[config.mk]
export PLATFORM = sky130hd
export DESIGN_NAME = pin_deglitch
export DESIGN_NICKNAME = d
export VERILOG_FILES = /design/src/rtl/pin_deglitch.sv
export SDC_FILE = /design/constraint.sdc
export NUM_CORES = 1
export LEC_CHECK = 0
export CORE_MARGIN = 4
export CORE_UTILIZATION = 64
export CTS_BUF_LIST = sky130_fd_sc_hd__clkbuf_8
export DETAILED_ROUTE_END_ITERATION = 10
export HOLD_SLACK_MARGIN = 0.1
export PLACE_DENSITY = 0.95
export SETUP_SLACK_MARGIN = 0.2
export SYNTH_ARGS = -nofsm -noshare
export SYNTH_HDL_FRONTEND = slang
export SYNTH_SLANG_ARGS = --single-unit
[constraint.sdc]
create_clock -name clk -period 4.55 [get_ports clk]
set_input_delay 0.91 -clock clk [delete_from_list [all_inputs] [get_ports clk]]
set_output_delay 0.91 -clock clk [all_outputs]
set_load 0.02 [all_outputs]
[src/rtl/pin_deglitch.sv]
module pin_deglitch #(
  parameter int CNT_W = 4,
  parameter int SEL_W = 4
) (
  input  logic             clk,
  input  logic             rst_n,
  input  logic             pin_raw,
  input  logic [CNT_W-1:0] win_count,
  input  logic [SEL_W-1:0] win_shift,
  output logic             pin_clean
);
  localparam int PRE_W = (1 << SEL_W) - 1;

  logic             sync1, sync2;
  logic [PRE_W-1:0] pre_q;
  logic [CNT_W-1:0] cnt_q;
  logic [PRE_W-1:0] pre_lim;
  logic             pre_done, cnt_last, bypass;

  assign pre_lim  = ~({PRE_W{1'b1}} << win_shift);
  assign pre_done = (pre_q >= pre_lim);
  assign cnt_last = ({1'b0, cnt_q} + 1'b1) >= {1'b0, win_count};
  assign bypass   = (win_count == '0);

  always_ff @(posedge clk) begin
    if (!rst_n) begin
      sync1     <= 1'b0;
      sync2     <= 1'b0;
      pre_q     <= '0;
      cnt_q     <= '0;
      pin_clean <= 1'b0;
    end else begin
      sync1 <= pin_raw;
      sync2 <= sync1;
      if (bypass) begin
        pin_clean <= sync2;
        pre_q     <= '0;
        cnt_q     <= '0;
      end else if (sync2 == pin_clean) begin
        pre_q <= '0;
        cnt_q <= '0;
      end else if (pre_done) begin
        pre_q <= '0;
        if (cnt_last) begin
          pin_clean <= sync2;
          cnt_q     <= '0;
        end else begin
          cnt_q <= cnt_q + 1'b1;
        end
      end else begin
        pre_q <= pre_q + 1'b1;
      end
    end
  end

  assert_reset_low_R1: assert property (@(posedge clk)
    !rst_n |=> (!pin_clean && pre_q == '0 && cnt_q == '0));

  assert_change_traces_pin_R2: assert property (@(posedge clk) disable iff (!rst_n)
    (pin_clean != $past(pin_clean)) |-> (pin_clean == $past(pin_raw, 3)));

  assert_change_needs_mismatch_R4: assert property (@(posedge clk) disable iff (!rst_n)
    (pin_clean != $past(pin_clean)) |-> ($past(sync2) != $past(pin_clean)));

  assert_clear_on_accept_R6: assert property (@(posedge clk) disable iff (!rst_n)
    (pin_clean != $past(pin_clean)) |-> (pre_q == '0 && cnt_q == '0));
endmodule

### Word level (Yosys, flattened, before mapping)

Index checks and enable logic that the tools add are counted.

| cells by class | value |
|---|---|
| magnitude comparators | 2 |
| shifts and indexed selects | 1 |
| multiplexer cells | 5 |
| reductions and logical operators | 6 |
| $add $sub $neg | 3 |
| equality and inequality tests | 2 |
| bitwise logic cells | 2 |

Operator list:

| operator | number |
|---|---|
| $add 15x1->15 const B | 1 |
| $ge 15x15->1 | 1 |
| $not 15->15 | 1 |
| $shl 15x4->15 const A | 1 |
| $add 4x1->5 const B | 1 |
| $ge 5x4->1 | 1 |
| $add 4x1->4 const B | 1 |
| $logic_not 4->1 | 1 |
| $mux 1 | 4 |
| $mux 4 | 1 |
| $reduce_bool 2->1 | 2 |
| $reduce_or 4->1 | 1 |
| $reduce_and 3->1 | 1 |
| $reduce_or 3->1 | 1 |
| $ne 2x2->1 const B | 1 |
| $eq 1x1->1 | 1 |
| $not 1->1 | 1 |

| word-level totals | value |
|---|---|
| logic and storage cells | 26 |
| input bits | 11 |
| register bits after elaboration | 22 |

### Logic depth before layout (Yosys ltp)

| logic depth | value |
|---|---|
| word-level depth | 6 |
| gate-level depth with buffers | 11 |
| mapped depth without buffers | 9 |

### Least setup slack after synthesis

No wires, ideal clock.

| timing path | value |
|---|---|
| path kind | input port to flip-flop |
| start point | input win_shift[2] |
| end point | register cnt_q[2] |
| path slack | 1.565 ns |
| arrival time | 2.915 ns |
| stages on the path | 10 |
| path buffers | 1 |
| cell sequence | clkbuf_1 > a21oi_1 > a21o_1 > ha_1 > a21oi_1 > o21ai_0 > a21oi_1 > o31a_1 > or4b_1 > a21oi_1 |

| on the way | value |
|---|---|
| cells in the longest elaborated chain, start to end | 3 |

RTL lines:

| element | RTL line | RTL |
|---|---|---|
| start: declaration | 9 | `input logic [SEL_W-1:0] win_shift,` |
| $shl 15x4->15 | 20 | `assign pre_lim = ~({PRE_W{1'b1}} << win_shift);` |
| $not 15->15 | 20 |  |
| $ge 15x15->1 | 21 | `assign pre_done = (pre_q >= pre_lim);` |
| end signal: assignment | 48 | `cnt_q <= cnt_q + 1'b1;` |
| end: declaration | 16 | `logic [CNT_W-1:0] cnt_q;` |

Every way passes these cells.
A chain may end at the register's enable or synchronous reset.

### Worst setup path after layout

| timing path | value |
|---|---|
| start point | input win_shift[2] |
| end point | register pre_q[8] |

| on the way | value |
|---|---|
| cells in the longest elaborated chain, start to end | 4 |

RTL lines:

| element | RTL line | RTL |
|---|---|---|
| $shl 15x4->15 | 20 |  |
| $not 15->15 | 20 |  |
| $ge 15x15->1 | 21 |  |
| $reduce_or 4->1 (no line) | -- |  |
| end signal: assignment | 51 | `pre_q <= pre_q + 1'b1;` |
| end: declaration | 15 | `logic [PRE_W-1:0] pre_q;` |

Every way passes these cells.

==> results_dict.tcl <==
set metrics [dict create \
    power.leakage_uw 0.000657 \
    period_share 0.768 \
    ant_nets 0 \
    setup_ws_ns 1.06 \
    cp-end-kind "flip-flop" \
    reg2reg_slack_ns 2.30 \
    rr_startpoint "cnt_q[0]" \
    swShare 0.219 \
    dp_worst_setup_slack_ns 0.842 \
    crit-reg2reg-capture "cnt_q[2]" \
    io_pins 12 \
    status "finished, final reports clean" \
    start_util 0.697 \
    io_buffers 11 \
    synth_area_per_cell_um2 8.18 \
    pwr-share-comb 0.108 \
    wire_per_inst_um 14.0 \
    instances_no_fill 211 \
    remaining_drc_errors 0 \
    hold_class "reg -> reg" \
    grt_max_degree 16 \
    finalCriticalPeriod_ns 3.49 \
    netlist-cell-type-count 30 \
    finalHoldViolations 0 \
    layout-drive-gt1-share 0.0272 \
    postCtsSetupBuffers 0 \
    area_growth_pct 11.9 \
    p_switching_uw 75.8 \
    drt_iter0_markers 33 \
    grt_pass1_vias 1266 \
    numCtsBuffers 3 \
    clk_path_buf_depth 2 \
    critPathLaunchType "primary input" \
    arrival_ns 3.67 \
    final_area_mm2 0.00159 \
    top_usage_layer "met2" \
    first_pass_iters 4 \
    yosysSeqAreaShare 0.310 \
    overflow 0 \
    yosysWarnings 0 \
    pwr-share-clk 0.330 \
    ff2ff_path_depth 6 \
    fmax_mhz 286 \
    postCtsHoldBufs 0 \
    dieHeight_um 55.1 \
    dp_hpwl_um 2350 \
    cts_tree "yes" \
    grt_setup_unrepaired "no" \
    num_rows 16 \
    insertedDiodeCount 0 \
    met1_usage 0.243 \
    max_slew_margin 0.566 \
    via_count 1263 \
    via_per_inst 5.99 \
    antenna_found_initial 0 \
    required_ns 4.73 \
    tightest_slew_ns 0.644 \
    min_to "sync2" \
    globalRouteMet3Util 0.0295 \
    fin_skew_ns 0.00451 \
    coreArea_mm2 0.00204 \
    post-place-cells 208 \
    syn-num-nets 206 \
    clk_pin_slew_ns 0.07 \
    p_int_uw 270 \
    clkSinkCount 22 \
    hold_start "sync1" \
    gp_congestion 0.847 \
    routed_wl_um 2960 \
    grt_pass1_wl_um 5040 \
    cts_resized 0 \
    clock-root-buffer "clkbuf_8" \
    hold_depth 1 \
    syn_inst 174 \
    synth.ff_latch_count 22 \
    syn-cell-area_mm2 0.00142 \
    clock_latency_ns 0.25 \
    setup_viol 0 \
    die_width_um 55.1 \
    nNetsFinal 218 \
    track_usage 0.231 \
    power_frac_seq 0.562 \
    dieArea_mm2 0.00304 \
    power_density_mw_per_mm2 217 \
    maxSlewViolCount 0 \
    setup-tns-final_ns 0 \
    place_area_mm2 0.00155 \
    worst-path-max-fanout 15 \
    holdWs_ns 0.435 \
    maxCapViolCount 0 \
    htreeDepth 1 \
    grt_util_met2 0.421 \
    ir_drop_uv 319 \
    path_class "in -> reg" \
]
cell families after synthesis:
family / after synthesis / share of synthesized area
AO/OA/AOI/OAI: 29 / 0.122
XOR/XNOR: 16 / 0.0985
adder cells (fa/ha/maj): 21 / 0.185
buffers and inverters: 12 / 0.0325
flip-flops: 22 / 0.310
multiplexers: 4 / 0.0281
AND/OR/NAND/NOR: 70 / 0.224
how the worst max path moves through the flow:
stage | start | endpoint
2_1_floorplan | win_shift[2] | cnt_q[2]
3_3_place_gp | win_shift[2] | cnt_q[2]
3_5_place_dp | win_shift[3] | pre_q[8]
4_1_cts | win_shift[3] | pre_q[8]
5_1_grt | win_shift[3] | pre_q[8]
6_report | win_shift[2] | pre_q[8]
cell usage in the layout (no fill, tap or decap), types with 3 or more instances in the layout:
master / count
a21oi_1: 11
inv_1: 8
mux2i_1: 4
ha_1: 21
o21ai_0: 7
xor2_1: 12
nand2_1: 16
dfxtp_1: 22
clkdlybuf4s50_1: 11
nand4_1: 5
nand3_1: 8
xnor2_1: 4
clkbuf_8: 3
nor2_1: 29
area by class of cell:
type | count | area, µm²
Tap cell | 27 | 33.8
Multi-Input combinational cell | 140 | 936
Timing Repair Buffer | 11 | 110
Clock buffer | 3 | 41.3
Fill cell | 154 | 450
Inverter | 8 | 30.0
Sequential cell | 22 | 440
through the flow:
| stage | total power [µW] | utilization |
|---|---|---|
| floorplan | 221 | - |
| global placement | 233 | 0.759 |
| detailed placement | 236 | 0.759 |
| CTS | 349 | 0.779 |
| global route | 361 | 0.779 |
| finish | 346 | 0.779 |
layer usage:
metal | share of wire | wire [µm] | up-vias
met5 | 0 | 0 | -
met4 | 0.039 | 114 | 0
met3 | 0.044 | 131 | 15
met2 | 0.50 | 1470 | 42
met1 | 0.42 | 1240 | 579
li1 | - | - | 627
Yosys cell counts:
cell,instances,area (µm²)
nand2_1,16,60.1
or4b_1,1,10.0
and3_1,2,12.5
xnor2_1,4,35.0
nor3_1,1,5.00
o31ai_2,1,12.5
xor2_1,12,105
a31oi_1,2,12.5
nor2b_1,2,12.5
dfxtp_1,22,440
or4_1,1,7.51
a21o_1,2,15.0
a21boi_0,1,7.51
a21oi_1,11,55.1
ha_1,21,263
nand4_1,5,31.3
o21ai_0,7,35.0
o21ai_1,1,5.00
nor2_1,29,109
a211oi_1,2,15.0
or2_2,1,6.26
and2_1,2,12.5
o31ai_1,1,7.51
o31a_1,1,8.76
mux2i_1,4,40.0
inv_1,8,30.0
nand2b_1,2,12.5
nand3_1,8,40.0
clkbuf_1,3,11.3
buf_2,1,5.00
worst max-delay path, stage by stage:
cell	delay (ns)
clkdlybuf4s50_1	0.67
nand2_1	0.16
or2_2	0.33
ha_1	0.32
a21oi_1	0.15
o21ai_0	0.09
a21oi_1	0.22
o31a_1	0.25
nand2b_1	0.34
nor2_1	0.24
power by group through the flow:
| stage | Sequential (µW) | Clock, µW | Combinational (µW) |
|---|---|---|---|
| 5_1_grt | 194 | 126 | 41.2 |
| 3_5_place_dp | 199 | 0 | 37.0 |
| 2_1_floorplan | 199 | 0 | 21.9 |
| 4_1_cts | 194 | 118 | 37.1 |
| 6_report | 194 | 114 | 37.4 |
| 3_3_place_gp | 199 | 0 | 34.3 |
sequential cells by signal, indices dropped and copies added (netlist names):
name / cells
cnt_q: 4
pre_q: 15
sync1: 1
pin_clean: 1
sync2: 1
Note: power is estimated with default switching activity, not from simulation.
